### config.mk
export PLATFORM = sky130hd
export DESIGN_NAME = mdio_mgmt_ctrl
export DESIGN_NICKNAME = d
export VERILOG_FILES = /design/src/rtl/mdio_mgmt_pkg.sv /design/src/rtl/mdio_clk_gen.sv /design/src/rtl/mdio_frame_shifter.sv /design/src/rtl/mdio_mgmt_ctrl.sv
export SDC_FILE = /design/constraint.sdc
export NUM_CORES = 1
export LEC_CHECK = 0
export ABC_AREA = 1
export CORE_MARGIN = 1
export CORE_UTILIZATION = 55
export CTS_CLUSTER_DIAMETER = 60
export DETAILED_ROUTE_END_ITERATION = 7
export DONT_BUFFER_PORTS = 1
export PLACE_DENSITY_LB_ADDON = 0.05
export SYNTH_ARGS = -nofsm -noshare
export SYNTH_HDL_FRONTEND = slang
export SYNTH_HIERARCHICAL = 1
export SYNTH_SLANG_ARGS = --single-unit
### constraint.sdc
create_clock -name clk_i -period 3.2 [get_ports clk_i]
set_input_delay 0.16 -clock clk_i [delete_from_list [all_inputs] [get_ports clk_i]]
set_output_delay 0.16 -clock clk_i [all_outputs]
set_load 0.05 [all_outputs]
### src/rtl/mdio_mgmt_pkg.sv
package mdio_mgmt_pkg;
  localparam int FRAME_BITS = 64;
  localparam int TA_IDX     = 46;  // first turnaround bit
  localparam int DATA_IDX   = 48;  // first data bit

  typedef struct packed {
    logic        rd;
    logic        wr;
    logic [4:0]  phy;
    logic [4:0]  regad;
    logic [15:0] data;
  } mdio_cmd_t;

  function automatic mdio_cmd_t unpack_cmd(input logic [31:0] w);
    return mdio_cmd_t'(w[27:0]);
  endfunction
endpackage

### src/rtl/mdio_clk_gen.sv
module mdio_clk_gen #(
  parameter int MDC_HALF = 40
) (
  input  logic clk_i,
  input  logic rst_ni,
  input  logic run_i,
  output logic mdc_o,
  output logic rise_o,
  output logic fall_o
);
  localparam int CW = (MDC_HALF > 2) ? $clog2(MDC_HALF) : 1;

  logic [CW-1:0] cnt_q;
  logic          mdc_q;
  logic          last;

  assign last = (cnt_q == CW'(MDC_HALF - 1));

  always_ff @(posedge clk_i or negedge rst_ni) begin
    if (!rst_ni) begin
      cnt_q <= '0;
      mdc_q <= 1'b0;
    end else if (!run_i) begin
      cnt_q <= '0;
      mdc_q <= 1'b0;
    end else if (last) begin
      cnt_q <= '0;
      mdc_q <= ~mdc_q;
    end else begin
      cnt_q <= cnt_q + 1'b1;
    end
  end

  assign mdc_o  = mdc_q;
  assign rise_o = run_i & last & ~mdc_q;
  assign fall_o = run_i & last & mdc_q;

  // MDC high phase is held until the divider wraps
  assert_mdc_phase_R5: assert property (@(posedge clk_i) disable iff (!rst_ni)
    (run_i && mdc_q && !last) |=> mdc_q);
endmodule

### src/rtl/mdio_frame_shifter.sv
module mdio_frame_shifter
  import mdio_mgmt_pkg::*;
(
  input  logic        clk_i,
  input  logic        rst_ni,
  input  logic        start_i,
  input  logic        is_rd_i,
  input  logic [4:0]  phy_i,
  input  logic [4:0]  reg_i,
  input  logic [15:0] wdata_i,
  input  logic        rise_i,
  input  logic        fall_i,
  input  logic        mdio_i,
  output logic        busy_o,
  output logic        done_o,
  output logic [15:0] rd_data_o,
  output logic        mdio_o,
  output logic        mdio_oe_o
);
  logic                  busy_q, rd_q;
  logic [5:0]            idx_q;
  logic [FRAME_BITS-1:0] sreg_q;
  logic [15:0]           rsh_q;
  logic                  last_bit;

  assign last_bit = (idx_q == 6'(FRAME_BITS - 1));

  always_ff @(posedge clk_i or negedge rst_ni) begin
    if (!rst_ni) begin
      busy_q <= 1'b0;
      rd_q   <= 1'b0;
      idx_q  <= '0;
      sreg_q <= '0;
      rsh_q  <= '0;
    end else if (start_i) begin
      busy_q <= 1'b1;
      rd_q   <= is_rd_i;
      idx_q  <= '0;
      sreg_q <= {32'hFFFF_FFFF, 2'b01, is_rd_i ? 2'b10 : 2'b01, phy_i, reg_i,
                 is_rd_i ? 2'b11 : 2'b10, is_rd_i ? 16'hFFFF : wdata_i};
    end else if (busy_q) begin
      if (rise_i && rd_q && idx_q >= 6'(DATA_IDX))
        rsh_q <= {rsh_q[14:0], mdio_i};
      if (fall_i) begin
        if (last_bit) begin
          busy_q <= 1'b0;
        end else begin
          idx_q  <= idx_q + 1'b1;
          sreg_q <= {sreg_q[FRAME_BITS-2:0], 1'b0};
        end
      end
    end
  end

  assign busy_o    = busy_q;
  assign done_o    = busy_q & fall_i & last_bit;
  assign rd_data_o = rsh_q;
  assign mdio_o    = sreg_q[FRAME_BITS-1];
  assign mdio_oe_o = busy_q & ~(rd_q & (idx_q >= 6'(TA_IDX)));

  // Output bit only moves on a falling MDC event
  assert_mdio_change_on_fall_R4: assert property (@(posedge clk_i) disable iff (!rst_ni)
    (busy_q && $past(busy_q) && !$past(fall_i)) |-> $stable(mdio_o));
  assert_single_event_R5: assert property (@(posedge clk_i) disable iff (!rst_ni)
    !(rise_i && fall_i));
endmodule

### src/rtl/mdio_mgmt_ctrl.sv
module mdio_mgmt_ctrl
  import mdio_mgmt_pkg::*;
#(
  parameter int MDC_HALF = 40
) (
  input  logic        clk_i,
  input  logic        rst_ni,
  input  logic        cmd_we_i,
  input  logic [31:0] cmd_wdata_i,
  output logic [31:0] status_o,
  output logic        mdc_o,
  output logic        mdio_o,
  output logic        mdio_oe_o,
  input  logic        mdio_i
);
  localparam int FRAME_CYC = 2 * FRAME_BITS * MDC_HALF;
  localparam int BW        = $clog2(FRAME_CYC + 2);

  mdio_cmd_t   cw, cmd_q;
  logic        ready_q, busy, done, accept, valid_op, start;
  logic        rise, fall;
  logic [15:0] rd_data;
  logic        unused_hi;

  assign unused_hi = ^cmd_wdata_i[31:28];
  assign cw        = unpack_cmd(cmd_wdata_i);
  assign valid_op  = cw.rd ^ cw.wr;
  assign accept    = cmd_we_i & ~busy;
  assign start     = accept & valid_op;

  always_ff @(posedge clk_i or negedge rst_ni) begin
    if (!rst_ni) begin
      ready_q <= 1'b1;
      cmd_q   <= '0;
    end else if (accept) begin
      cmd_q   <= cw;
      ready_q <= ~valid_op;
    end else if (done) begin
      ready_q <= 1'b1;
      if (cmd_q.rd) cmd_q.data <= rd_data;
    end
  end

  assign status_o = {3'b000, ready_q, cmd_q};

  mdio_clk_gen #(.MDC_HALF(MDC_HALF)) clk_gen_i (
    .clk_i  (clk_i),
    .rst_ni (rst_ni),
    .run_i  (busy),
    .mdc_o  (mdc_o),
    .rise_o (rise),
    .fall_o (fall)
  );

  mdio_frame_shifter shifter_i (
    .clk_i     (clk_i),
    .rst_ni    (rst_ni),
    .start_i   (start),
    .is_rd_i   (cw.rd),
    .phy_i     (cw.phy),
    .reg_i     (cw.regad),
    .wdata_i   (cw.data),
    .rise_i    (rise),
    .fall_i    (fall),
    .mdio_i    (mdio_i),
    .busy_o    (busy),
    .done_o    (done),
    .rd_data_o (rd_data),
    .mdio_o    (mdio_o),
    .mdio_oe_o (mdio_oe_o)
  );

  // Busy-cycle counter bounds the frame length
  logic [BW-1:0] busy_cyc_q;
  always_ff @(posedge clk_i or negedge rst_ni) begin
    if (!rst_ni)   busy_cyc_q <= '0;
    else if (busy) busy_cyc_q <= busy_cyc_q + 1'b1;
    else           busy_cyc_q <= '0;
  end

  assert_frame_bound_R7: assert property (@(posedge clk_i) disable iff (!rst_ni)
    busy_cyc_q <= BW'(FRAME_CYC));
  assert_ready_vs_busy_R7: assert property (@(posedge clk_i) disable iff (!rst_ni)
    ready_q != busy);
  assert_idle_quiet_R5: assert property (@(posedge clk_i) disable iff (!rst_ni)
    ready_q |-> (!mdc_o && !mdio_oe_o));
  assert_start_clears_ready_R2: assert property (@(posedge clk_i) disable iff (!rst_ni)
    (cmd_we_i && ready_q && valid_op) |=> !status_o[28]);
  assert_busy_ignore_R8: assert property (@(posedge clk_i) disable iff (!rst_ni)
    (cmd_we_i && busy) |=> $stable(status_o[27:16]));
  assert_invalid_op_R9: assert property (@(posedge clk_i) disable iff (!rst_ni)
    (cmd_we_i && ready_q && !valid_op) |=> (status_o[28] && !mdc_o));
endmodule

==> tab_implementation.tex <==
\begin{tabular}{lr}
\hline
Metric & Value \\
\hline
\multicolumn{2}{l}{\textbf{Routing}} \\
\quad Average vias per placed instance & about 5.2 \\
\quad Met3 wire length & 624 microns \\
\quad Number of remaining DRC errors & 0 \\
\quad 1st-iter DRT viols & 286 \\
\quad Number of search-and-repair iterations in the first detailed-routing pass & 4 \\
\quad Total number of vias & about 4500 \\
\quad Routed wire length & between 10 and 15 mm \\
\quad Antenna Violating Nets Remaining & 0 \\
\quad Post-Route M1 WL & roughly 5.3 mm \\
\quad Wire per inst & 13.4 microns \\
\quad Amount of wire on met2 after detailed routing & about 5.6 mm \\
\quad Top layer in use & met4 \\
\multicolumn{2}{l}{\textbf{Worst hold path}} \\
\quad Tightest Hold Check Type & in2async \\
\multicolumn{2}{l}{\textbf{Worst setup path}} \\
\quad Crit path depth & 11 \\
\quad Data required time at the worst endpoint & 3.60 ns \\
\quad CP max FO & 45 \\
\quad Register-to-register path setup slack & 0.30 ns \\
\quad Cells on worst reg2reg path & 11 \\
\quad Worst setup startpoint & shifter\_i/busy\_o\$\_DFF\_PN0\_ \\
\quad Cells along the critical path & inv\_4, nand2\_8, inv\_1, buf\_4, nand2\_1, inv\_2, inv\_1, nand2\_8, clkinv\_4, nand2\_1, nand2\_1 \\
\quad Critical path startpoint category & register \\
\quad Launch instance of the worst register-to-register path & shifter\_i/busy\_o\$\_DFF\_PN0\_ \\
\quad Worst path slowest cell & dfrtp\_1 \\
\quad Cell class contributing the biggest share of worst-path delay & buffers and inverters \\
\quad Crit path largest cell delay & 0.53 ns \\
\quad Endpoint type of the worst setup path & register \\
\quad Data arrival at the endpoint of the critical path & between 3 and 4 ns \\
\quad Start-to-end type of the worst setup path & reg2reg \\
\quad Cell occurring most often along the worst timing path & nand2\_1 \\
\quad Worst Path Buf+Inv & 6 \\
\multicolumn{2}{l}{\textbf{Timing}} \\
\quad Min Clock Period, post-route & 2.90 ns \\
\quad Transition time at the pin with the least slew margin & 1.07 ns \\
\quad Max Clock Skew & 0.00574 ns \\
\quad Slew Limit Headroom & 28.8\% \\
\quad Max Freq & 345 MHz \\
\quad Tightest hold margin & 0.262 ns \\
\quad Setup-failing EPs final & 0 \\
\quad Setup TNS & 0 ns \\
\quad Portion of the clock cycle consumed by the worst path in the final layout & 90.5\% \\
\quad Unrepaired setup endpoints after global routing & false \\
\quad Final worst setup slack & approximately 0.3 ns \\
\quad Count of endpoints failing hold in the final timing report & 0 \\
\quad Slew Viols, Final & 0 \\
\multicolumn{2}{l}{\textbf{Yosys}} \\
\quad Post-synth EDFFs & 0 \\
\quad Post-synth top area cell & dfrtp\_1 \\
\quad Largest cells by area after synthesis & dfrtp\_1 (54\%), nand2\_1 (18\%), o21ai\_0 (4.3\%), a21oi\_1 (3.7\%), inv\_1 (3.3\%) \\
\quad Async set or reset register ratio after synthesis & 100\% \\
\quad Most frequent cells after synthesis & nand2\_1 (268), dfrtp\_1 (123), inv\_1 (51) \\
\quad Most frequently used flop master after synthesis & dfrtp\_1 \\
\quad Most repeated cell in the gate-level netlist after synthesis & nand2\_1 \\
\quad Count of state elements after synthesis & $\sim$120 \\
\quad Synthesis Warnings & 6 \\
\quad Number of distinct library cells after synthesis & 35 \\
\quad Cell count after synthesis & 695 \\
\quad Sequential share of the synthesized area & between 50\% and 60\% \\
\quad Cell area after synthesis & between 5000 and 6000 sq um \\
\quad Share of the synthesized area in the top cell type & 53.8\% \\
\quad Syn avg cell area & 8.23 sq um \\
\multicolumn{2}{l}{\textbf{Run}} \\
\quad Number of maximum-capacitance constraint violations & 0 \\
\multicolumn{2}{l}{\textbf{Run status}} \\
\quad Outcome & finished, final reports clean \\
\multicolumn{2}{l}{\textbf{Cells and area}} \\
\quad Filler Cells Inserted & 814 \\
\quad Area growth from synthesis to layout & 17.0\% \\
\quad Area taken by flip-flops and latches & approximately 3100 sq um \\
\quad Proportion of layout cells with a drive suffix above 1 & under 10\% \\
\quad Footprint of the multi-input gates & 2140 sq um \\
\quad Total non-filler cell area in the finished layout & roughly 6700 sq um \\
\quad \# diodes & 0 \\
\quad Number of nets in the finished design & 766 \\
\multicolumn{2}{l}{\textbf{Place}} \\
\quad Post-Place Worst Slack & approximately 0.23 ns \\
\quad Count of input and output buffers & 0 \\
\quad Half-perimeter wire length of the detailed placement result & 6.92 mm \\
\quad Placed standard-cell area & 5670 sq um \\
\quad Gp weighted congestion & 0.816 \\
\multicolumn{2}{l}{\textbf{Floorplanning}} \\
\quad Number of placement rows & 36 \\
\quad Placeable core area & slightly below 10000 sq um \\
\quad Die Outline Area & around 11000 sq um \\
\quad Die width & 104 microns \\
\quad Count of pins on the block boundary & 71 \\
\quad Effective utilization at floorplan & 57.7\% \\
\quad Height of the die & 104 microns \\
\multicolumn{2}{l}{\textbf{Global routing}} \\
\quad Initial antenna violation count & 0 \\
\quad Via count of the first global-routing pass & 4368 \\
\quad Largest net degree at the start of global routing & 125 \\
\quad GR Overflow Total & 0 \\
\quad Global-route wire length before repair & 20.6 mm \\
\quad Aggregate global-route resource usage & approximately a quarter \\
\multicolumn{2}{l}{\textbf{Clocking}} \\
\quad Number of buffers created by CTS & 17 \\
\quad Setup repair bufs after CTS & 0 \\
\quad Clock Latency Late Sink & 0.51 ns \\
\quad CTS HTree Levels & 4 \\
\quad Cell at the root of the clock tree & clkbuf\_8 \\
\quad Max clock buf depth & 2 \\
\quad Number of clock sinks & 124 \\
\quad Clock-pin slew on the worst setup and hold paths & 0.06 ns \\
\quad Clock tree from TritonCTS & done \\
\multicolumn{2}{l}{\textbf{Power}} \\
\quad Design internal power & between 2 and 3 mW \\
\quad Net switching power figure & 0.731 mW \\
\quad Seq pwr share & 46.3\% \\
\quad Total power divided by cell area & a little over 500 nW/um\^{}2 \\
\quad Worst IR drop on VDD & 0.279 mV \\
\quad Pleak & between 3 and 4 nW \\
\quad Switch share & 21.6\% \\
\quad Part of the power in combinational logic & 2.6\% \\
\quad Sum of internal, switching and leakage power & 3.39 mW \\
\quad Clock network fraction of total power & 51.1\% \\
\hline
\end{tabular}
layout by cell type, fill, tap and decap left out, drive strengths merged:
| cell | Yosys | final |
|---|---|---|
| o21a | 1 | 1 |
| dlygate4sd3 | 0 | 45 |
| nand2 | 285 | 285 |
| dfstp | 1 | 1 |
| mux2 | 1 | 1 |
| nand3b | 1 | 1 |
| nand4 | 5 | 5 |
| clkbuf | 8 | 20 |
| clkinvlp | 0 | 5 |
| o21bai | 1 | 1 |
| xor2 | 2 | 2 |
| or2 | 2 | 2 |
| ha | 2 | 2 |
| dfrtp | 123 | 123 |
| nor2 | 30 | 30 |
| a21oi | 42 | 42 |
| buf | 32 | 7 |
| clkinv | 1 | 7 |
| conb | 1 | 3 |
| o21ai | 76 | 76 |
| nand3 | 25 | 25 |
| a21boi | 1 | 1 |
| nor3 | 1 | 1 |
| bufinv | 0 | 1 |
| inv | 54 | 54 |
cells by family (layout without fill, tap and decap cells):
kind of cell / after synthesis / in the layout / share of synthesized area [%]
simple gates: 349 / 349 / 25.2
mux: 1 / 1 / 0.197
other cells: 1 / 3 / 0.0655
flops: 124 / 124 / 54.3
compound gates: 121 / 121 / 11.0
xor+xnor: 2 / 2 / 0.306
buf+inv: 95 / 139 / 8.59
fa+ha+maj: 2 / 2 / 0.437
per-layer routing:
| layer | vias to the layer above | GRT usage [%] |
|---|---|---|
| met5 | - | 0 |
| met3 | 15 | 5.95 |
| met4 | 0 | 8.67 |
| met2 | 115 | 37.0 |
| met1 | 2134 | 32.2 |
| li1 | 2251 | - |
metrics by stage:
stage,std cells,util (%)
final,874,67.6
after global routing,874,67.6
after CTS,874,67.5
after detailed placement,796,57.2
after global placement,796,57.2
after floorplan,697,-
timing repair:
item / in CTS / in global routing
gates resized for setup: 0 / 1
endpoints found under the hold margin: 184 / 0
setup endpoints to repair: 0 / 45
hold buffers: 46 / 0
registers in the layout (all words and copies together), names as in the netlist:
name and cells:
clk_gen_i/mdc_o 1, shifter_i/busy_o 1, shifter_i/rd_q 1, clk_gen_i/cnt_q 6
ready_q 1, status_o 28, shifter_i/rd_data_o 16, shifter_i/sreg_q 64
shifter_i/idx_q 6
final cells by class:
| class | count | area share [%] |
|---|---|---|
| Sequential cell | 124 | 46.4 |
| Tap cell | 133 | 2.49 |
| Multi-Input combinational cell | 478 | 32.0 |
| Inverter | 55 | 3.20 |
| Timing Repair Buffer | 52 | 7.81 |
| Clock buffer | 20 | 6.65 |
| Clock inverter | 12 | 1.46 |
power groups by stage:
stage	combinational [mW]	sequential [mW]	clock, mW
after global placement	0.00936	1.60	0
after detailed placement	0.00931	1.60	0
after CTS	0.0898	1.57	1.77
after global routing	0.0977	1.57	1.85
after floorplan	0.0184	1.60	0
final	0.0876	1.57	1.73
final timing paths:
check | end
hold reg to reg | clk_gen_i/cnt_q[0]$_DFF_PN0_
max in group asynchronous | clk_gen_i/cnt_q[5]$_DFF_PN0_
hold / removal | status_o[18]$_DFFE_PN0P_
min in group clk_i | status_o[25]$_DFFE_PN0P_
setup reg to reg | shifter_i/idx_q[3]$_DFFE_PN0P_
setup / recovery | shifter_i/idx_q[3]$_DFFE_PN0P_
Power figures use the tool's default switching activity.
